## config.mk

```make
export PLATFORM = sky130hd
export DESIGN_NAME = costas_bb_loop
export DESIGN_NICKNAME = d
export VERILOG_FILES = /design/src/rtl/costas_bb_loop.sv
export SDC_FILE = /design/constraint.sdc
export NUM_CORES = 2
export LEC_CHECK = 0
export BUFFER_PORTS_ARGS = -buffer_cell sky130_fd_sc_hd__buf_2
export CAP_MARGIN = 15
export CORE_MARGIN = 2
export CORE_UTILIZATION = 58
export DETAILED_ROUTE_END_ITERATION = 8
export GPL_ROUTABILITY_DRIVEN = 0
export PLACE_DENSITY = 0.76
export SLEW_MARGIN = 20
export SYNTH_ARGS = -nofsm -noshare
export SYNTH_HDL_FRONTEND = slang
export SYNTH_SLANG_ARGS = --single-unit
```

## constraint.sdc

```tcl
create_clock -name clk -period 28.8 [get_ports clk]
set_input_delay 4.32 -clock clk [delete_from_list [all_inputs] [get_ports clk]]
set_output_delay 4.32 -clock clk [all_outputs]
set_load 0.1 [all_outputs]
```

## src/rtl/costas_bb_loop.sv

```systemverilog
module costas_bb_loop #(
  parameter int SMP_W    = 8,
  parameter int PH_W     = 16,
  parameter int FILT_W   = 16,
  parameter int LPF_SH   = 4,
  parameter int UPD_N    = 8,
  parameter int WIN_LEN  = 64,
  parameter int LOCK_TOL = 4
) (
  input  logic                     clk,
  input  logic                     rst_n,
  input  logic                     smp_vld,
  input  logic signed [SMP_W-1:0]  smp_in,
  input  logic [PH_W-1:0]          freq_init,
  input  logic [PH_W-1:0]          freq_min,
  input  logic [PH_W-1:0]          freq_max,
  output logic signed [FILT_W-1:0] i_out,
  output logic signed [FILT_W-1:0] q_out,
  output logic [PH_W-1:0]          freq_word,
  output logic                     locked
);
  localparam int LUT_AW = 6;
  localparam int LUT_W  = 8;
  localparam int MIX_W  = SMP_W + LUT_W;
  localparam int PROD_W = 2 * FILT_W;
  localparam int CNT_W  = $clog2(UPD_N);
  localparam int ACC_W  = PROD_W + CNT_W + 1;
  localparam int WIN_W  = $clog2(WIN_LEN);
  localparam int DIF_W  = WIN_W + 2;
  localparam logic [LUT_AW-1:0] QTR = LUT_AW'(2 ** (LUT_AW - 2));
  localparam logic signed [DIF_W-1:0] TOL_P = DIF_W'(LOCK_TOL);
  localparam logic signed [DIF_W-1:0] TOL_N = -TOL_P;

  function automatic logic signed [LUT_W-1:0] quarter(input logic [4:0] k);
    case (k)
      5'd0:  quarter = 8'sd0;   5'd1:  quarter = 8'sd12;  5'd2:  quarter = 8'sd25;
      5'd3:  quarter = 8'sd37;  5'd4:  quarter = 8'sd49;  5'd5:  quarter = 8'sd60;
      5'd6:  quarter = 8'sd71;  5'd7:  quarter = 8'sd81;  5'd8:  quarter = 8'sd90;
      5'd9:  quarter = 8'sd98;  5'd10: quarter = 8'sd106; 5'd11: quarter = 8'sd112;
      5'd12: quarter = 8'sd117; 5'd13: quarter = 8'sd122; 5'd14: quarter = 8'sd125;
      5'd15: quarter = 8'sd126; default: quarter = 8'sd127;
    endcase
  endfunction

  function automatic logic signed [LUT_W-1:0] wave(input logic [LUT_AW-1:0] a);
    logic signed [LUT_W-1:0] mag;
    mag = a[4] ? quarter(5'd16 - {1'b0, a[3:0]}) : quarter({1'b0, a[3:0]});
    wave = a[5] ? -mag : mag;
  endfunction

  function automatic logic signed [FILT_W-1:0] leak(input logic signed [FILT_W-1:0] y,
                                                    input logic signed [MIX_W-1:0] x);
    logic signed [FILT_W+1:0] d, s;
    d = (FILT_W+2)'(x) - (FILT_W+2)'(y);
    s = (FILT_W+2)'(y) + (d >>> LPF_SH);
    if (s[FILT_W+1:FILT_W-1] != {3{s[FILT_W+1]}})
      leak = s[FILT_W+1] ? {1'b1, {(FILT_W-1){1'b0}}} : {1'b0, {(FILT_W-1){1'b1}}};
    else
      leak = s[FILT_W-1:0];
  endfunction

  logic [PH_W-1:0]          phase;
  logic [LUT_AW-1:0]        addr;
  logic signed [LUT_W-1:0]  cos_v, sin_v;
  logic signed [MIX_W-1:0]  mix_i, mix_q;
  logic signed [PROD_W-1:0] prod;
  logic signed [ACC_W-1:0]  acc, acc_nx;
  logic [CNT_W-1:0]         smp_cnt;
  logic [WIN_W-1:0]         upd_cnt;
  logic signed [DIF_W-1:0]  diff, diff_nx;
  logic                     upd_fire, go_up, win_end;

  assign addr     = phase[PH_W-1 -: LUT_AW];
  assign cos_v    = wave(addr + QTR);
  assign sin_v    = wave(addr);
  assign mix_i    = smp_in * cos_v;
  assign mix_q    = smp_in * sin_v;
  assign prod     = i_out * q_out;
  assign acc_nx   = acc + ACC_W'(prod);
  assign upd_fire = smp_vld && (smp_cnt == CNT_W'(UPD_N - 1));
  assign go_up    = acc_nx[ACC_W-1];
  assign win_end  = (upd_cnt == WIN_W'(WIN_LEN - 1));
  assign diff_nx  = go_up ? diff + DIF_W'(1) : diff - DIF_W'(1);

  always_ff @(posedge clk) begin
    if (!rst_n) begin
      phase   <= '0;
      i_out   <= '0;
      q_out   <= '0;
      acc     <= '0;
      smp_cnt <= '0;
    end else if (smp_vld) begin
      phase   <= phase + freq_word;
      i_out   <= leak(i_out, mix_i);
      q_out   <= leak(q_out, mix_q);
      acc     <= upd_fire ? '0 : acc_nx;
      smp_cnt <= upd_fire ? '0 : smp_cnt + CNT_W'(1);
    end
  end

  always_ff @(posedge clk) begin
    if (!rst_n) begin
      freq_word <= freq_init;
      upd_cnt   <= '0;
      diff      <= '0;
      locked    <= 1'b0;
    end else if (upd_fire) begin
      if (go_up && freq_word < freq_max)        freq_word <= freq_word + PH_W'(1);
      else if (!go_up && freq_word > freq_min)  freq_word <= freq_word - PH_W'(1);
      if (win_end) begin
        upd_cnt <= '0;
        diff    <= '0;
        locked  <= (diff_nx <= TOL_P) && (diff_nx >= TOL_N);
      end else begin
        upd_cnt <= upd_cnt + WIN_W'(1);
        diff    <= diff_nx;
      end
    end
  end

  p_freq_in_bounds_r5: assert property (@(posedge clk) disable iff (!rst_n)
    freq_word >= freq_min && freq_word <= freq_max);

  p_idle_hold_r6: assert property (@(posedge clk) disable iff (!rst_n)
    !smp_vld |=> $stable(freq_word) && $stable(i_out) && $stable(q_out) && $stable(locked));

  p_one_lsb_step_r8: assert property (@(posedge clk) disable iff (!rst_n)
    upd_fire |=> (freq_word == $past(freq_word)) || (freq_word == $past(freq_word) + PH_W'(1))
                 || (freq_word == $past(freq_word) - PH_W'(1)));

  p_freq_only_on_update_r8: assert property (@(posedge clk) disable iff (!rst_n)
    !upd_fire |=> $stable(freq_word));

  p_lock_at_window_end_r7: assert property (@(posedge clk) disable iff (!rst_n)
    !(upd_fire && win_end) |=> $stable(locked));
endmodule

```

Word level (Yosys, flattened, before mapping). Memories as Yosys holds them, arrays and structs flattened. A register that Yosys moved wholly into a read port is not among the register bits. Cells that the tools add are included.

Word-level logic and storage cells: 71. Register bits: 118. Bits in latches: 0. Memories kept: 4. Memory bits (writable): 0. Output and inout port bits: 49. Memory bits (read-only): 448.

Order comparisons: 4. $mul: 3. Div/mod/pow operators: 0. Multiplexer cells: 21. Reductions and logical operators: 7. Shift operators: 0. Bitwise gates (word level): 0. Add/subtract/negate cells: 17. Equal/unequal tests: 6.

Memories: (name not given) (words 16, width 7, read ports 1, clocked after Yosys merged registers in 0, write ports 0, line 35) `case (k)`; (name not given) (words 16, width 7, read ports 1, clocked after Yosys merged registers in 1, write ports 0, line 35); (name not given) (words 16, width 7, read ports 1, clocked after Yosys merged registers in 0, write ports 0, line 35); (name not given) (words 16, width 7, read ports 1, clocked after Yosys merged registers in 0, write ports 0, line 35).

Operators by type and width (count): 2-to-1 mux 16 bit (8); 2-to-1 mux 8 bit (8); adder 36 x 32 -> 36 bit (1); 2-to-1 mux 36 bit (1); adder 16 x 13 -> 17 bit (2); subtractor 16 x 16 -> 17 bit (2); multiplier 16 x 16 -> 32 bit (1); multiplier 8 x 8 -> 16 bit (2); adder 16 x 1 -> 16 bit, second input constant (1); adder 16 bit (1); greater-than comparator 16 bit (1); less-than comparator 16 bit (1); negator 8 bit (2); subtractor 16 x 1 -> 16 bit, second input constant (1); subtractor 5 x 4 -> 5 bit, first input constant (2); adder 8 x 2 -> 8 bit, second input constant (1); >= comparator 8 x 3 -> 1 bit, second input constant (1); <= comparator 8 x 4 -> 1 bit, second input constant (1); 2-to-1 mux 4 bit (2); subtractor 8 x 2 -> 8 bit, second input constant (1); adder 6 x 1 -> 6 bit, second input constant (1); adder 6 x 5 -> 6 bit, second input constant (1); equality test 6 bit, second input constant (1); 2-to-1 mux 6 bit (1); other kinds (9) (14).

Depth between registers and ports, before layout. An unclocked memory read counts as a cell.

Depth after elaboration: 12. Depth in mapped cells: 44.

Least setup slack after synthesis. Ideal clock, no wire load.

Path type: input-to-reg. From: input port smp_in[6]. To: register i_out[4]. Path buffers: 2. Stages: 30. Library setup time: 0.065 ns. Data arrival time: 11.187 ns. Slack: 17.548 ns. Cell sequence: clkbuf_1 -> nand2_1 -> fa_1 -> inv_1 -> fa_1 -> fa_1 -> fa_1 -> inv_1 -> fa_1 -> inv_1 -> ha_1 -> and3_1 -> a21oi_1 -> o21ai_2 -> o41a_1 -> and4_4 -> a2111oi_4 -> o21ai_2 -> a21oi_2 -> xnor2_1 -> ha_1 -> inv_1 -> o22a_1 -> o211ai_1 -> nand2_1 -> and3_1 -> a21oi_1 -> clkbuf_1 -> a21oi_1 -> nor2_1.

Word-level cells in the longest chain between the ends: 5. Elaborated cells between the ends (all ways): 6.

RTL lines: start, declared (line 13) `input logic signed [SMP_W-1:0] smp_in,`; multiplier 8 x 8 -> 16 bit * (line 76) `assign mix_i = smp_in * cos_v;`; subtractor 16 x 16 -> 17 bit * (line 54) `d = (FILT_W+2)'(x) - (FILT_W+2)'(y);`; adder 16 x 13 -> 17 bit * (line 55) `s = (FILT_W+2)'(y) + (d >>> LPF_SH);`; != test 2 bit or 2-to-1 mux 16 bit (tied branches) (line 56, 57); 2-to-1 mux 16 bit * (line 56) `if (s[FILT_W+1:FILT_W-1] != {3{s[FILT_W+1]}})`; end signal, assigned (line 94) `i_out <= leak(i_out, mix_i);`; end, declared (line 17) `output logic signed [FILT_W-1:0] i_out,`.

Every way passes the cells marked *; elsewhere a longest branch is shown, timed or not. A chain may end at the register's enable or synchronous reset.

Worst setup path in the final report.
From: register phase[10]. To: register q_out[9].

Word-level cells in the longest chain between the ends: 11. Elaborated cells between the ends (all ways): 12.

RTL lines: start, declared (line 62) `logic [PH_W-1:0] phase;`; start signal, assigned (line 93) `phase <= phase + freq_word;`; subtractor 5 x 4 -> 5 bit * (line 47) `mag = a[4] ? quarter(5'd16 - {1'b0, a[3:0]}) : quarter({1'b0, a[3:0]});`; memory (16 x 7 bit); 2-to-1 mux 8 bit * (line 35); 2-to-1 mux 8 bit * (line 47); negator 8 bit (line 48) `wave = a[5] ? -mag : mag;`; 2-to-1 mux 8 bit * (line 48); multiplier 8 x 8 -> 16 bit * (line 77) `assign mix_q = smp_in * sin_v;`; subtractor 16 x 16 -> 17 bit * (line 54); adder 16 x 13 -> 17 bit * (line 55); != test 2 bit or 2-to-1 mux 16 bit (tied branches) (line 56, 57); 2-to-1 mux 16 bit * (line 56); end signal, assigned (line 95) `q_out <= leak(q_out, mix_q);`; end, declared (line 18) `output logic signed [FILT_W-1:0] q_out,`.

Marks and branches as above.

==> key figures <==
Synthesis
  – Avg Cell Area, Syn: 8.821 sq um
  – Post-synthesis sequential area ratio: 9.919%
  – Post-synth cell types: 84
  – Syn_nets: 3866
  – Yosys warns: 0
  – Post-synth top area share: 34.16%
  – Post-synth ARST share: 0%
  – Top post-synthesis cells by area: fa_1 (34%), ha_1 (14%), inv_1 (8.5%), dfxtp_1 (8.1%), nand2_1 (3.8%)
  – Post-synth EDFFs: 16
  – Count leader, synth: inv_1
  – Synthesized flop and latch total: 125
  – Synth top cells by count: inv_1 (611), fa_1 (458), ha_1 (306), nand2_1 (275), nor2_1 (194)
  – Synth Cell Area: about 27000 sq um
  – Synth area leader: fa_1
  – Syn Inst Count: around 3000
  – Ys flop type: dfxtp_1

Route
  – Top sig layer: met5
  – Via count: 21060
  – DR vias/cell: 5.681
  – DR iter-0 viols: 1509
  – # DRC: 0
  – Drt first pass iters: 6
  – Final ANT Viol Nets: 0
  – Avg WL per Cell: 17.94 um
  – Met2 wire len: between 30000 and 40000 um
  – Met3 routed WL: ~4900 um
  – Drt total wl: around 67000 um
  – Metal-1 WL: 27500 um

Flow run
  – Max-cap violations: 0

Hold path
  – Worst min path class: reg2reg

Worst setup path
  – CP max FO: 16
  – Kind of critical path: reg2reg
  – Most common cell on crit path: inv_1
  – Worst path max stage delay: 0.83 ns
  – Worst path slowest cell: o31ai_2
  – Kind of end point of the critical path: flip-flop
  – Critical Path AT: 11.97 ns
  – CP Launch Type: flip-flop
  – Critical path required time: 29.16 ns
  – Register-to-register setup slack: 17.20 ns

Timing
  – Max-slew violations: 0
  – Period minus WS final: 11.60 ns
  – Hold Vio Cnt, Final: 0
  – Setup violators final: 0
  – Worst-margin pin slew: ~1.1 ns
  – Max-slew headroom: 26.64%
  – Setup TNS: 0 ns
  – RSZ-0062 raised after global routing: no
  – Final period utilization: 40.29%
  – Final setup margin: approximately 17 ns
  – Fmax: 86.18 MHz
  – Layout Skew: 0.01102 ns

Placed design
  – Post-DP HPWL: 53390 um
  – # port buffers: around 110
  – Cells after DPL: 3673
  – Placement Setup Slack: 16.56 ns

Clock network
  – Hold_buf cts: 0
  – Clock root buffer: clkbuf_16
  – Clock sinks: 125
  – CTS Buf Count: 17
  – Clock-pin slew of the registers on the worst-case setup and hold paths: 0.07 ns
  – Clk_lat worst skew: 0.44 ns
  – Post-CTS Resized: 0
  – Setup bufs post-CTS: 0
  – CTS tree: done
  – Max clock buf depth: 2
  – H-tree depth: 4

Floorplan
  – IO Pins: 108
  – Die Width: between 200 and 250 um
  – Die Height: 219.1 um
  – FP Rows: 78
  – Die area: 48020 sq um
  – Initial Utilization: 58.90%
  – CORE AREA: 45580 sq um

GRT
  – First-pass GRT wire length: about 110000 um
  – Total grt overflow: 0
  – Vias in the first global route: 22920
  – Initial antenna violation count: 1
  – Largest net degree at the start of global routing: 87
  – Gr usage total: 29.60%

Layout
  – Nets: 3915
  – Fill count: 3647
  – Share of layout cells above drive strength 1: 6.731%
  – Final std cells w/o fill: 3707
  – Area grow syn2layout: 6.269%

Outcome
  – Status: finished, final reports clean
-- placed cells by master, fill, tap and decap left out, types with 91 or more instances in the layout --
cell,instances
xnor2_1,109
dfxtp_1,109
inv_1,611
fa_1,458
nor2_1,193
nand2_1,275
o21ai_0,91
a21oi_1,128
and2_1,128
buf_2,106
ha_1,306
-- worst max-delay path, delay by kind of cell, from the launching register on --
| family | cells | cell delay, ns |
|---|---|---|
| compound gates | 12 | 4.20 |
| xor+xnor | 1 | 0.29 |
| fa+ha+maj | 9 | 3.86 |
| buf+inv | 7 | 0.79 |
| flops | 1 | 0.70 |
| simple gates | 8 | 1.66 |
-- metal layers --
layer | track usage, % | vias to the layer above
li1 | - | 9711
met1 | 38.12 | 10370
met2 | 49.25 | 792
met3 | 5.516 | 183
met4 | 11.89 | 2
met5 | 0.5208 | -
-- layout make-up --
type | count | area (sq um) | area share (%)
Clock inverter | 12 | 123.9 | 0.4342
Timing Repair Buffer | 129 | 703.2 | 2.465
Inverter | 618 | 2320 | 8.132
Sequential cell | 125 | 2663 | 9.334
Antenna cell | 2 | 5.005 | 0.01754
Multi-Input combinational cell | 2201 | 21490 | 75.35
Clock buffer | 20 | 467.9 | 1.640
Tap cell | 600 | 750.7 | 2.632
-- worst paths after layout --
check / depth (start not counted) / endpoint / startpoint
min: 2 / acc[34]$_SDFFE_PN0P_ / acc[34]$_SDFFE_PN0P_
max: 37 / q_out[9]$_SDFFE_PN0P_ / phase[10]$_SDFFE_PN0P_
max reg2reg: 37 / q_out[9]$_SDFFE_PN0P_ / phase[10]$_SDFFE_PN0P_
min reg2reg: 2 / acc[34]$_SDFFE_PN0P_ / acc[34]$_SDFFE_PN0P_
-- state kept, by name (all words and copies together) (netlist names), named ones only --
name	cells
acc	36
freq_word	16
i_out	16
phase	16
q_out	16
diff	8
upd_cnt	6
smp_cnt	3
locked	1
-- cell families after synthesis --
family | Yosys count | share of synthesized area (%)
compound gates | 455 | 11.19
xor+xnor | 147 | 4.848
fa+ha+maj | 764 | 48.42
buf+inv | 717 | 10.11
flops | 125 | 9.919
mux | 32 | 1.258
simple gates | 803 | 14.25
-- through the flow --
| step | util (%) | instance area [sq um] | hold slack (ns) |
|---|---|---|---|
| floorplan | - | 26840 | 0.4315 |
| global placement | 61.24 | 27910 | 0.4493 |
| detailed placement | 61.24 | 27910 | 0.4579 |
| CTS | 62.54 | 28500 | 0.4726 |
| global route | 62.58 | 28520 | 0.4992 |
| finish | 62.59 | 28530 | 0.4710 |
Power is left out: the tool's default activity adds up to more than one toggle a clock period on the data nets, which glitch-free logic cannot reach.
